### src/rtl/mtmr_pkg.sv
// Package: shared offsets and constants for the match timer.
// Assumes byte addressing with 32-bit aligned registers.
package mtmr_pkg;
    localparam int unsigned ADDR_W   = 8;
    localparam int unsigned WDOG_CH  = 3;
    localparam logic [ADDR_W-1:0] OFF_CNT  = 8'h10;
    localparam logic [ADDR_W-1:0] OFF_STAT = 8'h14;
    localparam logic [ADDR_W-1:0] OFF_WDOG = 8'h18;
    localparam logic [ADDR_W-1:0] OFF_IEN  = 8'h1C;
endpackage

### src/rtl/mtmr_counter.sv
// Free-running up-counter with load. A load has priority over a tick.
// Assumes the load and the tick are single-cycle qualified strobes.
module mtmr_counter #(
    parameter int unsigned CNT_W = 32
) (
    input  logic             clk,
    input  logic             rst_n,
    input  logic             tick,
    input  logic             load,
    input  logic [CNT_W-1:0] ldata,
    output logic [CNT_W-1:0] cnt_q,
    output logic [CNT_W-1:0] cnt_inc,
    output logic             adv
);
    assign cnt_inc = cnt_q + CNT_W'(1);
    assign adv     = tick & ~load;

    // Counter register: reset, load, or advance.
    always_ff @(posedge clk) begin
        if (!rst_n)     cnt_q <= '0;
        else if (load)  cnt_q <= ldata;
        else if (tick)  cnt_q <= cnt_inc;
    end
endmodule

### src/rtl/mtmr_channel.sv
// One compare channel: compare register, match detect and sticky flag.
// Assumes cnt_inc is the value the counter takes when adv is high.
module mtmr_channel #(
    parameter int unsigned CNT_W = 32
) (
    input  logic             clk,
    input  logic             rst_n,
    input  logic             adv,
    input  logic [CNT_W-1:0] cnt_inc,
    input  logic             wr_match,
    input  logic [CNT_W-1:0] wdata,
    input  logic             en,
    input  logic             clr,
    output logic [CNT_W-1:0] match_q,
    output logic             hit,
    output logic             flag_q
);
    assign hit = adv && (cnt_inc == match_q);

    // Compare value register.
    always_ff @(posedge clk) begin
        if (!rst_n)        match_q <= '0;
        else if (wr_match) match_q <= wdata;
    end

    // Sticky flag: an enabled match wins over a clear in the same cycle.
    always_ff @(posedge clk) begin
        if (!rst_n)         flag_q <= 1'b0;
        else if (hit && en) flag_q <= 1'b1;
        else if (clr)       flag_q <= 1'b0;
    end
endmodule

### src/rtl/mtmr_regif.sv
// Register interface: write decode, enable registers, registered read mux.
// Assumes one request per cycle; reads have one cycle of latency.
module mtmr_regif
    import mtmr_pkg::*;
#(
    parameter int unsigned NUM_CH = 4,
    parameter int unsigned CNT_W  = 32,
    parameter int unsigned IEN_W  = 12
) (
    input  logic                         clk,
    input  logic                         rst_n,
    input  logic                         bus_en,
    input  logic                         bus_wr,
    input  logic [ADDR_W-1:0]            bus_addr,
    input  logic [CNT_W-1:0]             bus_wdata,
    input  logic [CNT_W-1:0]             cnt,
    input  logic [NUM_CH-1:0][CNT_W-1:0] match_vals,
    input  logic [NUM_CH-1:0]            status,
    output logic [NUM_CH-1:0]            wr_match,
    output logic                         wr_cnt,
    output logic [NUM_CH-1:0]            clr_stat,
    output logic [IEN_W-1:0]             ien_q,
    output logic                         wdog_q,
    output logic [CNT_W-1:0]             rdata_q,
    output logic                         rerr_q
);
    logic             wr_s, rd_s, mapped;
    logic [CNT_W-1:0] rd_word;

    assign wr_s = bus_en & bus_wr;
    assign rd_s = bus_en & ~bus_wr;

    // Write strobes for the compare registers, one per channel.
    for (genvar n = 0; n < NUM_CH; n++) begin : g_wdec
        assign wr_match[n] = wr_s && (bus_addr == ADDR_W'(4 * n));
    end

    assign wr_cnt   = wr_s && (bus_addr == OFF_CNT);
    assign clr_stat = (wr_s && (bus_addr == OFF_STAT)) ? bus_wdata[NUM_CH-1:0] : '0;

    // Enable registers for interrupts and the watchdog.
    always_ff @(posedge clk) begin
        if (!rst_n) begin
            ien_q  <= '0;
            wdog_q <= 1'b0;
        end else if (wr_s) begin
            if (bus_addr == OFF_IEN)  ien_q  <= bus_wdata[IEN_W-1:0];
            if (bus_addr == OFF_WDOG) wdog_q <= bus_wdata[0];
        end
    end

    // Read selection and address-hit detection.
    always_comb begin
        mapped  = 1'b1;
        rd_word = '0;
        case (bus_addr)
            OFF_CNT:  rd_word = cnt;
            OFF_STAT: rd_word = CNT_W'(status);
            OFF_WDOG: rd_word = CNT_W'(wdog_q);
            OFF_IEN:  rd_word = CNT_W'(ien_q);
            default: begin
                mapped = 1'b0;
                for (int n = 0; n < NUM_CH; n++) begin
                    if (bus_addr == ADDR_W'(4 * n)) begin
                        mapped  = 1'b1;
                        rd_word = match_vals[n];
                    end
                end
            end
        endcase
    end

    // Registered read data and one-cycle error pulse.
    always_ff @(posedge clk) begin
        if (!rst_n) begin
            rdata_q <= '0;
            rerr_q  <= 1'b0;
        end else begin
            rerr_q <= 1'b0;
            if (rd_s) begin
                rdata_q <= mapped ? rd_word : '0;
                rerr_q  <= ~mapped;
            end
        end
    end
endmodule

### src/rtl/match_timer.sv
// Top: counter, four compare channels, register interface, watchdog request.
// Assumes tick_en is synchronous to clk; irq lines mirror the sticky flags.
module match_timer
    import mtmr_pkg::*;
#(
    parameter int unsigned NUM_CH = 4,
    parameter int unsigned CNT_W  = 32,
    parameter int unsigned IEN_W  = 12
) (
    input  logic              clk,
    input  logic              rst_n,
    input  logic              tick_en,
    input  logic              bus_en,
    input  logic              bus_wr,
    input  logic [7:0]        bus_addr,
    input  logic [31:0]       bus_wdata,
    output logic [31:0]       bus_rdata,
    output logic              bus_rerr,
    output logic [3:0]        irq,
    output logic              wdt_reset_req
);
    logic [CNT_W-1:0]             cnt_q, cnt_inc;
    logic                         adv, wr_cnt, wdog_q;
    logic [NUM_CH-1:0]            wr_match, clr_stat, hit, flag_q;
    logic [NUM_CH-1:0][CNT_W-1:0] match_vals;
    logic [IEN_W-1:0]             ien_q;

    mtmr_counter #(.CNT_W(CNT_W)) u_cnt (
        .clk(clk), .rst_n(rst_n), .tick(tick_en), .load(wr_cnt),
        .ldata(bus_wdata), .cnt_q(cnt_q), .cnt_inc(cnt_inc), .adv(adv)
    );

    for (genvar n = 0; n < NUM_CH; n++) begin : g_ch
        mtmr_channel #(.CNT_W(CNT_W)) u_ch (
            .clk(clk), .rst_n(rst_n), .adv(adv), .cnt_inc(cnt_inc),
            .wr_match(wr_match[n]), .wdata(bus_wdata), .en(ien_q[n]),
            .clr(clr_stat[n]), .match_q(match_vals[n]), .hit(hit[n]),
            .flag_q(flag_q[n])
        );
    end

    mtmr_regif #(.NUM_CH(NUM_CH), .CNT_W(CNT_W), .IEN_W(IEN_W)) u_regs (
        .clk(clk), .rst_n(rst_n), .bus_en(bus_en), .bus_wr(bus_wr),
        .bus_addr(bus_addr), .bus_wdata(bus_wdata), .cnt(cnt_q),
        .match_vals(match_vals), .status(flag_q), .wr_match(wr_match),
        .wr_cnt(wr_cnt), .clr_stat(clr_stat), .ien_q(ien_q), .wdog_q(wdog_q),
        .rdata_q(bus_rdata), .rerr_q(bus_rerr)
    );

    assign irq = flag_q;

    // Watchdog request: one-cycle pulse on a channel-3 match when armed.
    always_ff @(posedge clk) begin
        if (!rst_n) wdt_reset_req <= 1'b0;
        else        wdt_reset_req <= wdog_q & hit[WDOG_CH];
    end
endmodule

### config.mk
export PLATFORM = sky130hd
export DESIGN_NAME = match_timer
export DESIGN_NICKNAME = d
export VERILOG_FILES = /design/src/rtl/mtmr_pkg.sv /design/src/rtl/mtmr_counter.sv /design/src/rtl/mtmr_channel.sv /design/src/rtl/mtmr_regif.sv /design/src/rtl/match_timer.sv
export SDC_FILE = /design/constraint.sdc
export NUM_CORES = 1
export LEC_CHECK = 0
export BUFFER_PORTS_ARGS = -buffer_cell sky130_fd_sc_hd__buf_2
export CAP_MARGIN = 10
export CELL_PAD_IN_SITES_DETAIL_PLACEMENT = 2
export CELL_PAD_IN_SITES_GLOBAL_PLACEMENT = 2
export CORE_MARGIN = 2
export CORE_UTILIZATION = 42
export DETAILED_ROUTE_END_ITERATION = 16
export GPL_ROUTABILITY_DRIVEN = 0
export HOLD_SLACK_MARGIN = 0.12
export MAX_ROUTING_LAYER = met4
export PLACE_DENSITY_LB_ADDON = 0.1
export RECOVER_POWER = 100
export SYNTH_ARGS = -nofsm -noshare
export SYNTH_HDL_FRONTEND = slang
export SYNTH_HIERARCHICAL = 1
export SYNTH_SLANG_ARGS = --single-unit
### constraint.sdc
create_clock -name clk -period 9.6 [get_ports clk]
set_input_delay 0.96 -clock clk [delete_from_list [all_inputs] [get_ports clk]]
set_output_delay 0.96 -clock clk [all_outputs]
set_load 0.005 [all_outputs]
* Word-level counts from Yosys, hierarchy flattened *
Index checks and enable logic that the tools add are counted.

cells by class
  add/sub/neg operators = 1
  eq/ne operators = 11
  multiplexer cells = 22
  bitwise logic cells = 7
  reductions and logical operators = 24

operator list
  cell                     count
  $mux W32                 7
  $eq A32 B32 Y1           4
  $pmux W32 S4             1
  $add A32 B1 Y32 const B  1
  $eq A8 B5 Y1 const B     4
  $eq A8 B4 Y1 const B     2
  $logic_and A1 B1 Y1      14
  $mux W1                  13
  $reduce_bool A2 Y1       5
  $eq A8 B3 Y1 const B     1
  $logic_not A8 Y1         1
  $reduce_and A2 Y1        3
  $and A1 B1 Y1            4
  $mux W4                  1
  $reduce_or A4 Y1         1
  $not A1 Y1               3

word-level totals
  bits in registers = 211
  input port bits = 45
  output and inout port bits = 38
  word-level logic and storage cells = 79

* Depth between registers and ports, before layout *
Gate-level depths: netlist of run 1.

  depth after elaboration = 7
  depth in mapped cells = 12
  mapped depth without buffers = 11

* Hierarchy *
Netlist of run 1, hierarchy kept.

modules (own cells, without submodules)
  module        instances  cells each  area each (um^2)  seq. area each (um^2)
  mtmr_channel  4          151         1596.5            660.6
  mtmr_regif    1          337         3367.0            920.9
  mtmr_counter  1          326         2428.6            640.6
  match_timer   1          2           26.3              20.0

* Worst setup path after synthesis of run 1 *
No wires, ideal clock.

  path kind = reg-to-reg
  start point = register u_cnt.cnt_q[0]
  end point = register g_ch[0].u_ch.flag_q
  setup time = 0.084 ns
  arrival time = 3.152 ns
  data required time = 9.516 ns
  setup slack = 6.363 ns
  cell stages (with the launch flop) = 11
  buffers on the path = 0
  clock period less this slack = 3.237 ns
  cell sequence = dfxtp_1 > ha_1 > nand3_1 > nor4_2 > and3_1 > xor2_1 > xor2_1 > nor4_1 > nand4_1 > or4_4 > o31ai_2

on the way
  word-level cells in the longest chain between the ends = 5
  elaborated cells on any way between the ends = 6
  classes of those cells = add/sub: 1; eq/ne: 1; mux: 1; reduce/logical: 3

ends and longest elaborated chain
  item                                                  RTL line            text
  start, declared                                       mtmr_counter.sv:11  output logic [CNT_W-1:0] cnt_q,
  start signal, assigned                                mtmr_counter.sv:21  else if (load) cnt_q <= ldata;
  start signal, assigned                                mtmr_counter.sv:22  else if (tick) cnt_q <= cnt_inc;
  $add A32 B1 Y32 (*)                                   mtmr_counter.sv:15  assign cnt_inc = cnt_q + CNT_W'(1);
  via cnt_inc[26]                                       match_timer.sv:22   logic [CNT_W-1:0] cnt_q, cnt_inc;
  $eq A32 B32 Y1 (*)                                    mtmr_channel.sv:18  assign hit = adv && (cnt_inc == match_q);
  $logic_and A1 B1 Y1 (*)                               mtmr_channel.sv:18
  $logic_and A1 B1 Y1 (*)                               mtmr_channel.sv:29  else if (hit && en) flag_q <= 1'b1;
  $mux W1 / $reduce_bool A2 Y1 (equally long branches)  n/a
  end signal, assigned                                  mtmr_channel.sv:28  if (!rst_n) flag_q <= 1'b0;
  end signal, assigned                                  mtmr_channel.sv:29
  end signal, assigned                                  mtmr_channel.sv:30  else if (clr) flag_q <= 1'b0;
  end, declared                                         mtmr_channel.sv:16  output logic flag_q

Mark *: on every way through the listed nets, which the timed path passes. The rest lies on a longest branch.
A chain may end at the register's enable or synchronous reset.

* Final worst setup path of run 1 *
  start point = input port bus_addr[4]
  end point = register g_ch[2].u_ch.match_q[14]

on the way
  word-level cells in the longest chain between the ends = 2

ends and longest elaborated chain
  item                  RTL line            text
  start, declared       match_timer.sv:15   input logic [7:0] bus_addr,
  $eq A8 B4 Y1          mtmr_regif.sv:35    assign wr_match[n] = wr_s && (bus_addr == ADDR_W'(4 * n));
  $logic_and A1 B1 Y1   mtmr_regif.sv:35
  via wr_match[2]       match_timer.sv:24   logic [NUM_CH-1:0] wr_match, clr_stat, hit, flag_q;
  end signal, assigned  mtmr_channel.sv:23  else if (wr_match) match_q <= wdata;
  end, declared         mtmr_channel.sv:14  output logic [CNT_W-1:0] match_q,

The timed path passes the listed nets, and every way through them passes these cells.

==> flow_summary.yaml, run 1 <==
yosys:
  synth_nets: 1312
  post_synthesis_cell_area_mm2: 0.0122
  syn_avg_cell_area_um2: 9.63
  synthCells: 1266
  yosysWarningCount: 6
drt:
  wl_met1_mm: 21.6
  final_antenna_net_count: 0
  routed-wl-met2_mm: 23.0
  topRoutingLayerUsed: "met4"
  drt-pass1-iter-count: 4
  drc_errors: 0
  dr.first_iter.drc_count: 814
  average_wire_per_standard_cell_um: 28.1
  detailroute.via_count: 10300
  detail_route.wirelength_mm: 47.9
  viasPerCell: 6.04
  wl_met3_mm: 1.90
power:
  power.density_mw_per_mm2: 146
  p_sw_share_pct: 24.9
  net-switching-power_mw: 0.488
  combinationalPowerShare_pct: 6.5
  p_seq_share_pct: 44.9
  intPower_mw: 1.47
  worst_vdd_rail_ir_drop_mv: 0.124
  p_leak_nw: 4.72
  clockPowerShare_pct: 48.7
die:
  die_area_mm2: 0.0304
  chipHeight_um: 174
  rows: 62
  floorplan.io_pins: 83
  effective_utilization_at_floorplan_pct: 42.6
  fp.dieW_um: 174
  core_area_mm2: 0.0286
critical_path:
  worstReg2RegStart: "u_cnt/cnt_q[0]$_SDFFE_PN0P_"
  worst_setup_path_end_kind: "flip-flop"
  wp_data_arrival_ps: 7100
  series_of_cell_instances_along_the_critical_path: "clkbuf_1 > or4_1 > nor2_1 > and3_1 > clkbuf_1 > mux2i_1 > nor2b_1"
  r2r_setup_slack_ps: 5050
  critPathKind: "primary input to flip-flop"
  setup.worst_path.start_class: "primary input"
  critical_path.max_fanout: 42
  timing.critical_path.slowest_cell_delay_ps: 1800
  timing.critical_path.slowest_stage_cell: "clkbuf_1"
  path_common_cell: "clkbuf_1"
  worst-endpoint-required_ps: 10050
  critPathLaunch: "bus_addr[4]"
sta:
  setup_ws_ps: 2950
  final-max-slew-violation-count: 246
  setup_viol: 0
  final.setup_skew_ps: 18.8
  final_sum_of_negative_setup_slack_ps: 0
  worst_slew_pin_slew_ps: 3170
  report.final.hold_viol_count: 0
  hold-worst-slack_ps: 456
  unrepaired_setup_endpoints_after_global_routing: "false"
  max_slew_margin_pct: -112
  finalCritPeriodShare_pct: 69.3
  achievable-frequency_mhz: 150
  finalCriticalPeriod_ps: 6650
global_routing:
  gr-total-overflow: 0
  grt_first_pass_wirelength_mm: 72.2
  grt_antenna_before_repair: 0
  globalRouteTotalUtil_pct: 32.2
  grt_pass1_vias: 11000
  grt_start_max_net_pins: 69
worst_hold_path:
  min_path_type: "flip-flop to flip-flop"
  holdCritStartpoint: "u_regs/rdata_q[23]$_SDFFE_PN0P_"
clock_tree:
  cts_root_buf: "clkbuf_16"
  clock_tree_from_tritoncts: "yes"
  clock_tree.htree_level_count: 1
  clk-insertion-delay-late_ps: 540
  cts_inserted_buffers: 27
  cts.sinks: 211
  cts.repair.resized: 0
  cts-hold-fix-buffers: 0
  clk_path_buf_depth: 3
  clk_pin_slew_worst_paths_ps: 60
  cts.repair_timing.setup_buffer_count: 0
layout:
  final_design_area_no_fill_mm2: 0.0135
  num-nets-final: 1352
  flow.area_growth_from_synthesis_pct: 10.3
  insertedDiodeCount: 0
  layout-drive-gt1-share_pct: 12.5
  final_core_util_pct: 47.0
placement:
  pre_cts_slack_ps: 5220
  port-buffer-count: 82
  dp.final_hpwl_mm: 33.5
  placed_instance_area_mm2: 0.0128
job:
  cap_viol_max_count: 8
outcome:
  failed_checks: "max-capacitance violations, max-slew violations"
  result_of_the_run: "complete, but fails checks"
-- worst max-delay path, delay by kind of cell --
kind          cells  cell delay, ps
mux               1             270
simple gates      4            3160
buf+inv           2            2600
-- flip-flops by register name (all words and copies together), names as in the netlist --
| signal | count |
|---|---|
| wdt_reset_req | 1 |
| u_regs/rerr_q | 1 |
| g_ch.u_ch/flag_q | 4 |
| u_regs/rdata_q | 32 |
| u_cnt/cnt_q | 32 |
| u_regs/ien_q | 12 |
| u_regs/wdog_q | 1 |
| g_ch.u_ch/match_q | 128 |
-- power groups by stage --
stage                     Combinational (mW)  Clock, mW  Sequential (mW)
after floorplan                       0.0711          0            0.899
after global placement                 0.125          0            0.899
after detailed placement               0.127          0            0.900
after CTS                              0.129      0.966            0.881
after global routing                   0.134       1.00            0.881
final                                  0.127      0.955            0.881
-- placed cells by master (no fill, tap or decap), drive strengths merged, types with 3 or more instances in the layout --
master / n
or3: 12
clkbuf: 77
buf: 64
nor2b: 130
nor3: 13
nand3: 31
or2: 4
a221o: 3
a21oi: 14
nand4: 31
o31ai: 26
or4: 11
clkinv: 3
and4: 3
nand2b: 5
nand2: 77
dfxtp: 211
nor4b: 3
a221oi: 16
and3: 11
o21ai: 49
mux2i: 154
nand4bb: 3
a22o: 8
a21boi: 19
inv: 7
and2: 10
xnor2: 79
xor2: 91
o211ai: 11
o2bb2ai: 9
mux4: 25
a31oi: 7
nor4: 33
nor2: 44
a311oi: 5
nand3b: 5
-- final timing paths --
| check | to | cells after the start |
|---|---|---|
| worst min-delay path | u_regs/rdata_q[23]$_SDFFE_PN0P_ | 2 |
| worst min register to register | u_regs/rdata_q[23]$_SDFFE_PN0P_ | 2 |
| worst max register to register | wdt_reset_req$_SDFF_PN0_ | 11 |
| worst max-delay path | g_ch[2].u_ch/match_q[14]$_SDFFE_PN0P_ | 7 |
-- layer usage --
metal	GRT usage [%]	up-vias
met5	-	-
met4	9.24	0
met3	3.92	71
met2	52.9	261
met1	41.7	5352
li1	-	4622
-- stage by stage --
step / power, mW / std cells
final: 1.96 / 1705
after global routing: 2.02 / 1705
after detailed placement: 1.03 / 1661
after floorplan: 0.970 / 1266
after CTS: 1.98 / 1705
after global placement: 1.02 / 1661
-- final cells by class --
class                   count  area (um2)
fillers                  3029       15200
multi-input cells         959        7440
flip-flops and latches    211        4220
clock buffers              41         788
repair buffers            100         483
well taps                 384         480
inverters                   7        26.3
clock inverters             3        15.0
Note: power is estimated with default switching activity, not from simulation.
==> run 2, diff against run 1 <==
- CORE_UTILIZATION: 42 -> 36
- clock period: 9.6 -> 5.95 ns (I/O delays scaled with it)
==> run 2 against run 1 <==
The run still ends with max-capacitance violations, max-slew violations left. Critical path depth increased by 4. Count of clock-buffer cells in the layout decreased by 2. Clock power increased by 73%. Non-clock buffer count decreased by 2. Core utilization decreased by 6.4 points. Clock skew decreased by 3.5 ps. Hold slack got worse by 74 ps. Die area increased by 16%. First-iteration DRC count decreased by 29%. Critical path type is now flip-flop to flip-flop.
==> flow_summary.yaml, run 2 (synthesized netlist as in run 1, its figures left out) <==
outcome:
  result_of_the_run: "complete, but fails checks"
  failed_checks: "max-capacitance violations, max-slew violations"
die:
  effective_utilization_at_floorplan_pct: 36.5
  core_area_mm2: 0.0334
  die_area_mm2: 0.0354
  rows: 67
  chipHeight_um: 188
  fp.dieW_um: 188
  floorplan.io_pins: 83
clock_tree:
  clock_tree.htree_level_count: 1
  cts_root_buf: "clkbuf_16"
  cts.sinks: 211
  clk_path_buf_depth: 3
  clk-insertion-delay-late_ps: 560
  cts-hold-fix-buffers: 0
  cts_inserted_buffers: 27
  clock_tree_from_tritoncts: "yes"
  cts.repair_timing.setup_buffer_count: 0
  clk_pin_slew_worst_paths_ps: 60
  cts.repair.resized: 0
drt:
  final_antenna_net_count: 0
  viasPerCell: 5.76
  drt-pass1-iter-count: 4
  detailroute.via_count: 10200
  average_wire_per_standard_cell_um: 28.1
  drc_errors: 0
  dr.first_iter.drc_count: 576
  detail_route.wirelength_mm: 49.7
critical_path:
  critPathKind: "flip-flop to flip-flop"
  critical_path.max_fanout: 8
  wp_data_arrival_ps: 5310
  worst-endpoint-required_ps: 6450
  r2r_setup_slack_ps: 1140
  worst_setup_path_end_kind: "flip-flop"
  setup.worst_path.start_class: "flip-flop"
sta:
  finalCriticalPeriod_ps: 4810
  final-max-slew-violation-count: 171
  report.final.hold_viol_count: 0
  setup_ws_ps: 1140
  final_sum_of_negative_setup_slack_ps: 0
  unrepaired_setup_endpoints_after_global_routing: "false"
  max_slew_margin_pct: -67.9
  finalCritPeriodShare_pct: 80.9
  hold-worst-slack_ps: 382
  achievable-frequency_mhz: 208
  final.setup_skew_ps: 15.3
  setup_viol: 0
  worst_slew_pin_slew_ps: 2510
global_routing:
  globalRouteTotalUtil_pct: 28.6
  grt_start_max_net_pins: 76
  grt_pass1_vias: 10800
  gr-total-overflow: 0
  grt_antenna_before_repair: 2
  grt_first_pass_wirelength_mm: 73.7
job:
  cap_viol_max_count: 7
layout:
  largest_reg_flops: 128
  reg.largest.list: "g_ch.u_ch/match_q x128, u_cnt/cnt_q x32, u_regs/rdata_q x32"
  final_design_area_no_fill_mm2: 0.0136
  num-nets-final: 1350
  layout_common_cells: "dfxtp_1, mux2i_1, nor2b_1"
  layout_commonest_cell: "dfxtp_1"
  layout-drive-gt1-share_pct: 12.8
  largest_reg_by_ff_count: "g_ch.u_ch/match_q"
  filler_cell_count: 3617
  flow.area_growth_from_synthesis_pct: 11.5
placement:
  dp.final_hpwl_mm: 35.4
  port-buffer-count: 82
  placed_instance_area_mm2: 0.0129
  pre_cts_slack_ps: 1820
power:
  p_leak_nw: 4.79
  worst_vdd_rail_ir_drop_mv: 0.188
  power.density_mw_per_mm2: 241
worst_hold_path:
  min_path_type: "primary input to flip-flop"
run 2: changes by cell type in the layout (fill, tap and decap cells not counted), sizes merged:
cell    change
clkbuf      -9
buf         +5
bufinv      +2
clkinv      +2
diode       +1
inv         +1
run 2: cell type report:
type | count | area [um2] | share of cell area (%)
Timing Repair Buffer | 98 | 490 | 3.61
Tap cell | 448 | 561 | 4.12
Sequential cell | 211 | 4220 | 31.1
Antenna cell | 1 | 2.50 | 0.0184
Clock inverter | 8 | 93.8 | 0.690
Clock buffer | 39 | 771 | 5.67
Inverter | 7 | 26.3 | 0.193
Multi-Input combinational cell | 959 | 7430 | 54.6
run 2: where the power goes:
group / switching, mW / internal (mW)
clock: 0.674 / 0.978
sequential: 0.00542 / 1.42
combinational: 0.142 / 0.0658
run 2: path summary, 6_finish.rpt:
kind | from | end | cells past startpoint
worst max-delay path | u_cnt/cnt_q[0]$_SDFFE_PN0P_ | wdt_reset_req$_SDFF_PN0_ | 11
worst min register to register | u_regs/rdata_q[28]$_SDFFE_PN0P_ | u_regs/rdata_q[28]$_SDFFE_PN0P_ | 2
worst max register to register | u_cnt/cnt_q[0]$_SDFFE_PN0P_ | wdt_reset_req$_SDFF_PN0_ | 11
worst min-delay path | bus_wdata[26] | g_ch[0].u_ch/match_q[26]$_SDFFE_PN0P_ | 3
run 2: per-layer routing:
metal | wire (um) | track usage [%] | share of wire (%)
met5 | 0 | - | 0
met1 | 23000 | 38.7 | 46
met2 | 23800 | 46.6 | 48
met3 | 1850 | 2.55 | 3.7
met4 | 1050 | 5.88 | 2.1
run 2: critical path, cell delays in order, from the launching register on:
cell	delay [ps]
dfxtp_1	540
ha_1	300
nand3_1	240
nor4_1	1340
nand4_1	230
xnor2_1	620
xor2_1	150
nor4_1	330
nand4_1	190
or4_1	510
nor2_1	120
and3_1	160
run 2: per-stage QoR:
| step | util, % | power [mW] | std cells |
|---|---|---|---|
| final | 40.7 | 3.28 | 1771 |
| after global routing | 40.7 | 3.38 | 1770 |
| after CTS | 41.1 | 3.32 | 1770 |
| after detailed placement | 38.5 | 1.66 | 1723 |
| after global placement | 38.5 | 1.66 | 1723 |
| after floorplan | - | 1.56 | 1266 |
==> run 3, diff against run 2 <==
- CORE_UTILIZATION: 36 -> 39
- clock period: 5.95 -> 4.8 ns (I/O delays scaled with it)
==> run 3 against run 2 <==
The run still ends with max-capacitance violations, max-slew violations left. Combinational power increased by 25%. Largest cell class unchanged. Largest power group unchanged. Flip-flop and latch count unchanged. Setup slack got worse by 610 ps. Critical endpoint is now g_ch[3].u_ch/flag_q$_SDFFE_PN0P_. Via count increased by 0.77%. Die area decreased by 7.5%. Routed wire length decreased by 0.76%.
==> flow_summary.yaml, run 3 (synthesized netlist as in run 1, its figures left out) <==
outcome:
  result_of_the_run: "complete, but fails checks"
  failed_checks: "max-capacitance violations, max-slew violations"
global_routing:
  gr-total-overflow: 0
  grt_first_pass_wirelength_mm: 73.9
  grt_start_max_net_pins: 66
  grt_antenna_before_repair: 0
  globalRouteTotalUtil_pct: 30.7
  grt_pass1_vias: 10900
layout:
  largest_reg_flops: 128
  insertedDiodeCount: 0
  layout-drive-gt1-share_pct: 14.0
  num-nets-final: 1358
  reg.largest.list: "g_ch.u_ch/match_q x128, u_cnt/cnt_q x32, u_regs/rdata_q x32"
  largest_reg_by_ff_count: "g_ch.u_ch/match_q"
  layout_common_cells: "dfxtp_1, mux2i_1, nor2b_1"
  flow.area_growth_from_synthesis_pct: 11.8
  layout_commonest_cell: "dfxtp_1"
power:
  intPower_mw: 3.06
  clockPowerShare_pct: 50.3
  combinationalPowerShare_pct: 6.4
  power.density_mw_per_mm2: 299
  worst_vdd_rail_ir_drop_mv: 0.243
  net-switching-power_mw: 1.01
  p_leak_nw: 4.84
  p_sw_share_pct: 24.8
  p_seq_share_pct: 43.3
  report.power.total_mw: 4.07
clock_tree:
  clock_tree_from_tritoncts: "yes"
  cts_inserted_buffers: 27
  clk-insertion-delay-late_ps: 540
  cts.repair_timing.setup_buffer_count: 0
  clk_path_buf_depth: 3
  cts-hold-fix-buffers: 0
  cts.sinks: 211
  cts.repair.resized: 0
  clk_pin_slew_worst_paths_ps: 60
  cts_root_buf: "clkbuf_16"
  clock_tree.htree_level_count: 1
drt:
  detailroute.via_count: 10300
  dr.first_iter.drc_count: 768
  viasPerCell: 5.95
  drt-pass1-iter-count: 5
  drc_errors: 0
  average_wire_per_standard_cell_um: 28.6
  final_antenna_net_count: 0
  detail_route.wirelength_mm: 49.4
critical_path:
  r2r-end: "g_ch[3].u_ch/flag_q$_SDFFE_PN0P_"
  wp_data_arrival_ps: 4710
  worstRegToRegCells: 10
  critical_path.max_fanout: 14
  setup.worst_path.start_class: "flip-flop"
  worst_setup_path_end_kind: "flip-flop"
  critPathKind: "flip-flop to flip-flop"
  worstReg2RegStart: "u_cnt/cnt_q[11]$_SDFFE_PN0P_"
  r2r_setup_slack_ps: 530
  worst-endpoint-required_ps: 5240
sta:
  unrepaired_setup_endpoints_after_global_routing: "false"
  max_slew_margin_pct: -46.1
  report.final.hold_viol_count: 0
  setup_viol: 0
  finalCriticalPeriod_ps: 4270
  finalCritPeriodShare_pct: 89.0
  achievable-frequency_mhz: 234
  final_sum_of_negative_setup_slack_ps: 0
  final.setup_skew_ps: 10.9
  final-max-slew-violation-count: 167
  worst_slew_pin_slew_ps: 2190
worst_hold_path:
  min_path_type: "primary input to flip-flop"
  min_to: "g_ch[3].u_ch/match_q[17]$_SDFFE_PN0P_"
  hold_depth: 3
  holdCritStartpoint: "bus_wdata[17]"
die:
  core_area_mm2: 0.0307
  chipHeight_um: 181
  fp.dieW_um: 181
  floorplan.io_pins: 83
  rows: 64
  effective_utilization_at_floorplan_pct: 39.8
  die_area_mm2: 0.0327
placement:
  dp.final_hpwl_mm: 35.6
  port-buffer-count: 82
job:
  cap_viol_max_count: 7
-- run 3: cell types whose count changed in the layout (fill, tap and decap cells not counted), moves of 2 or more --
cell	delta
clkbuf_2	+2
clkinv_2	+3
o31ai_1	-4
o31ai_2	+4
or4_1	-2
or4_4	+2
-- run 3: worst max-delay path by stage --
| stage | from | to | slack [ps] | cells after the start |
|---|---|---|---|---|
| after detailed placement | u_cnt/cnt_q[11]$_SDFFE_PN0P_ | g_ch[3].u_ch/flag_q$_SDFFE_PN0P_ | 880 | 10 |
| final | u_cnt/cnt_q[11]$_SDFFE_PN0P_ | g_ch[3].u_ch/flag_q$_SDFFE_PN0P_ | 530 | 10 |
| after global routing | u_cnt/cnt_q[11]$_SDFFE_PN0P_ | g_ch[3].u_ch/flag_q$_SDFFE_PN0P_ | 290 | 10 |
| after floorplan | u_cnt/cnt_q[0]$_SDFFE_PN0P_ | g_ch[3].u_ch/flag_q$_SDFFE_PN0P_ | 1560 | 10 |
| after CTS | u_cnt/cnt_q[11]$_SDFFE_PN0P_ | g_ch[3].u_ch/flag_q$_SDFFE_PN0P_ | 820 | 10 |
| after global placement | u_cnt/cnt_q[11]$_SDFFE_PN0P_ | g_ch[2].u_ch/flag_q$_SDFFE_PN0P_ | 1070 | 10 |
-- run 3: layout make-up --
class / instances / area (um2)
inverter: 7 / 26.3
sequential: 211 / 4220
multi-input combinational: 959 / 7480
clock inverter: 11 / 108
clock buffer: 37 / 773
tap: 396 / 495
fill: 3340 / 17000
timing repair buffer: 106 / 528
-- run 3: critical path: stages, from the launching register on --
cell and delay, ps:
dfxtp_1 540, nand4_1 270, or4_1 570, clkbuf_1 370, or3_1 480, xnor2_1 440
xor2_1 150, nor4_1 370, nand4_1 240, or4_4 480, o31ai_1 260
-- run 3: stage by stage --
stage / worst slack (ps) / hold slack (ps) / cell area [um2] / std cells / util [%]
2_1_floorplan: 1560 / 446 / 12200 / 1266 / -
3_3_place_gp: 1070 / 433 / 12900 / 1679 / 42.1
3_5_place_dp: 884 / 442 / 12900 / 1679 / 42.1
4_1_cts: 824 / 265 / 13800 / 1727 / 44.9
5_1_grt: 287 / 301 / 13600 / 1727 / 44.5
6_report: 530 / 279 / 13600 / 1727 / 44.5
-- run 3: power by group through the flow --
stage / sequential [mW] / clock, mW / combinational, mW
finish: 1.76 / 2.05 / 0.261
global route: 1.76 / 2.15 / 0.275
CTS: 1.76 / 2.09 / 0.260
detailed placement: 1.80 / 0 / 0.257
global placement: 1.80 / 0 / 0.255
floorplan: 1.80 / 0 / 0.142
-- run 3: routing by layer --
layer  wire (um)  up-vias  global-route usage [%]  part of all wire [%]
met1       22500     5283                    40.9                    46
met2       22900      277                    48.9                    46
met3        2440       75                    4.39                   4.9
li1            -     4644                       -                     -
met4        1500        0                    8.19                   3.0
met5           0        -                       -                     0
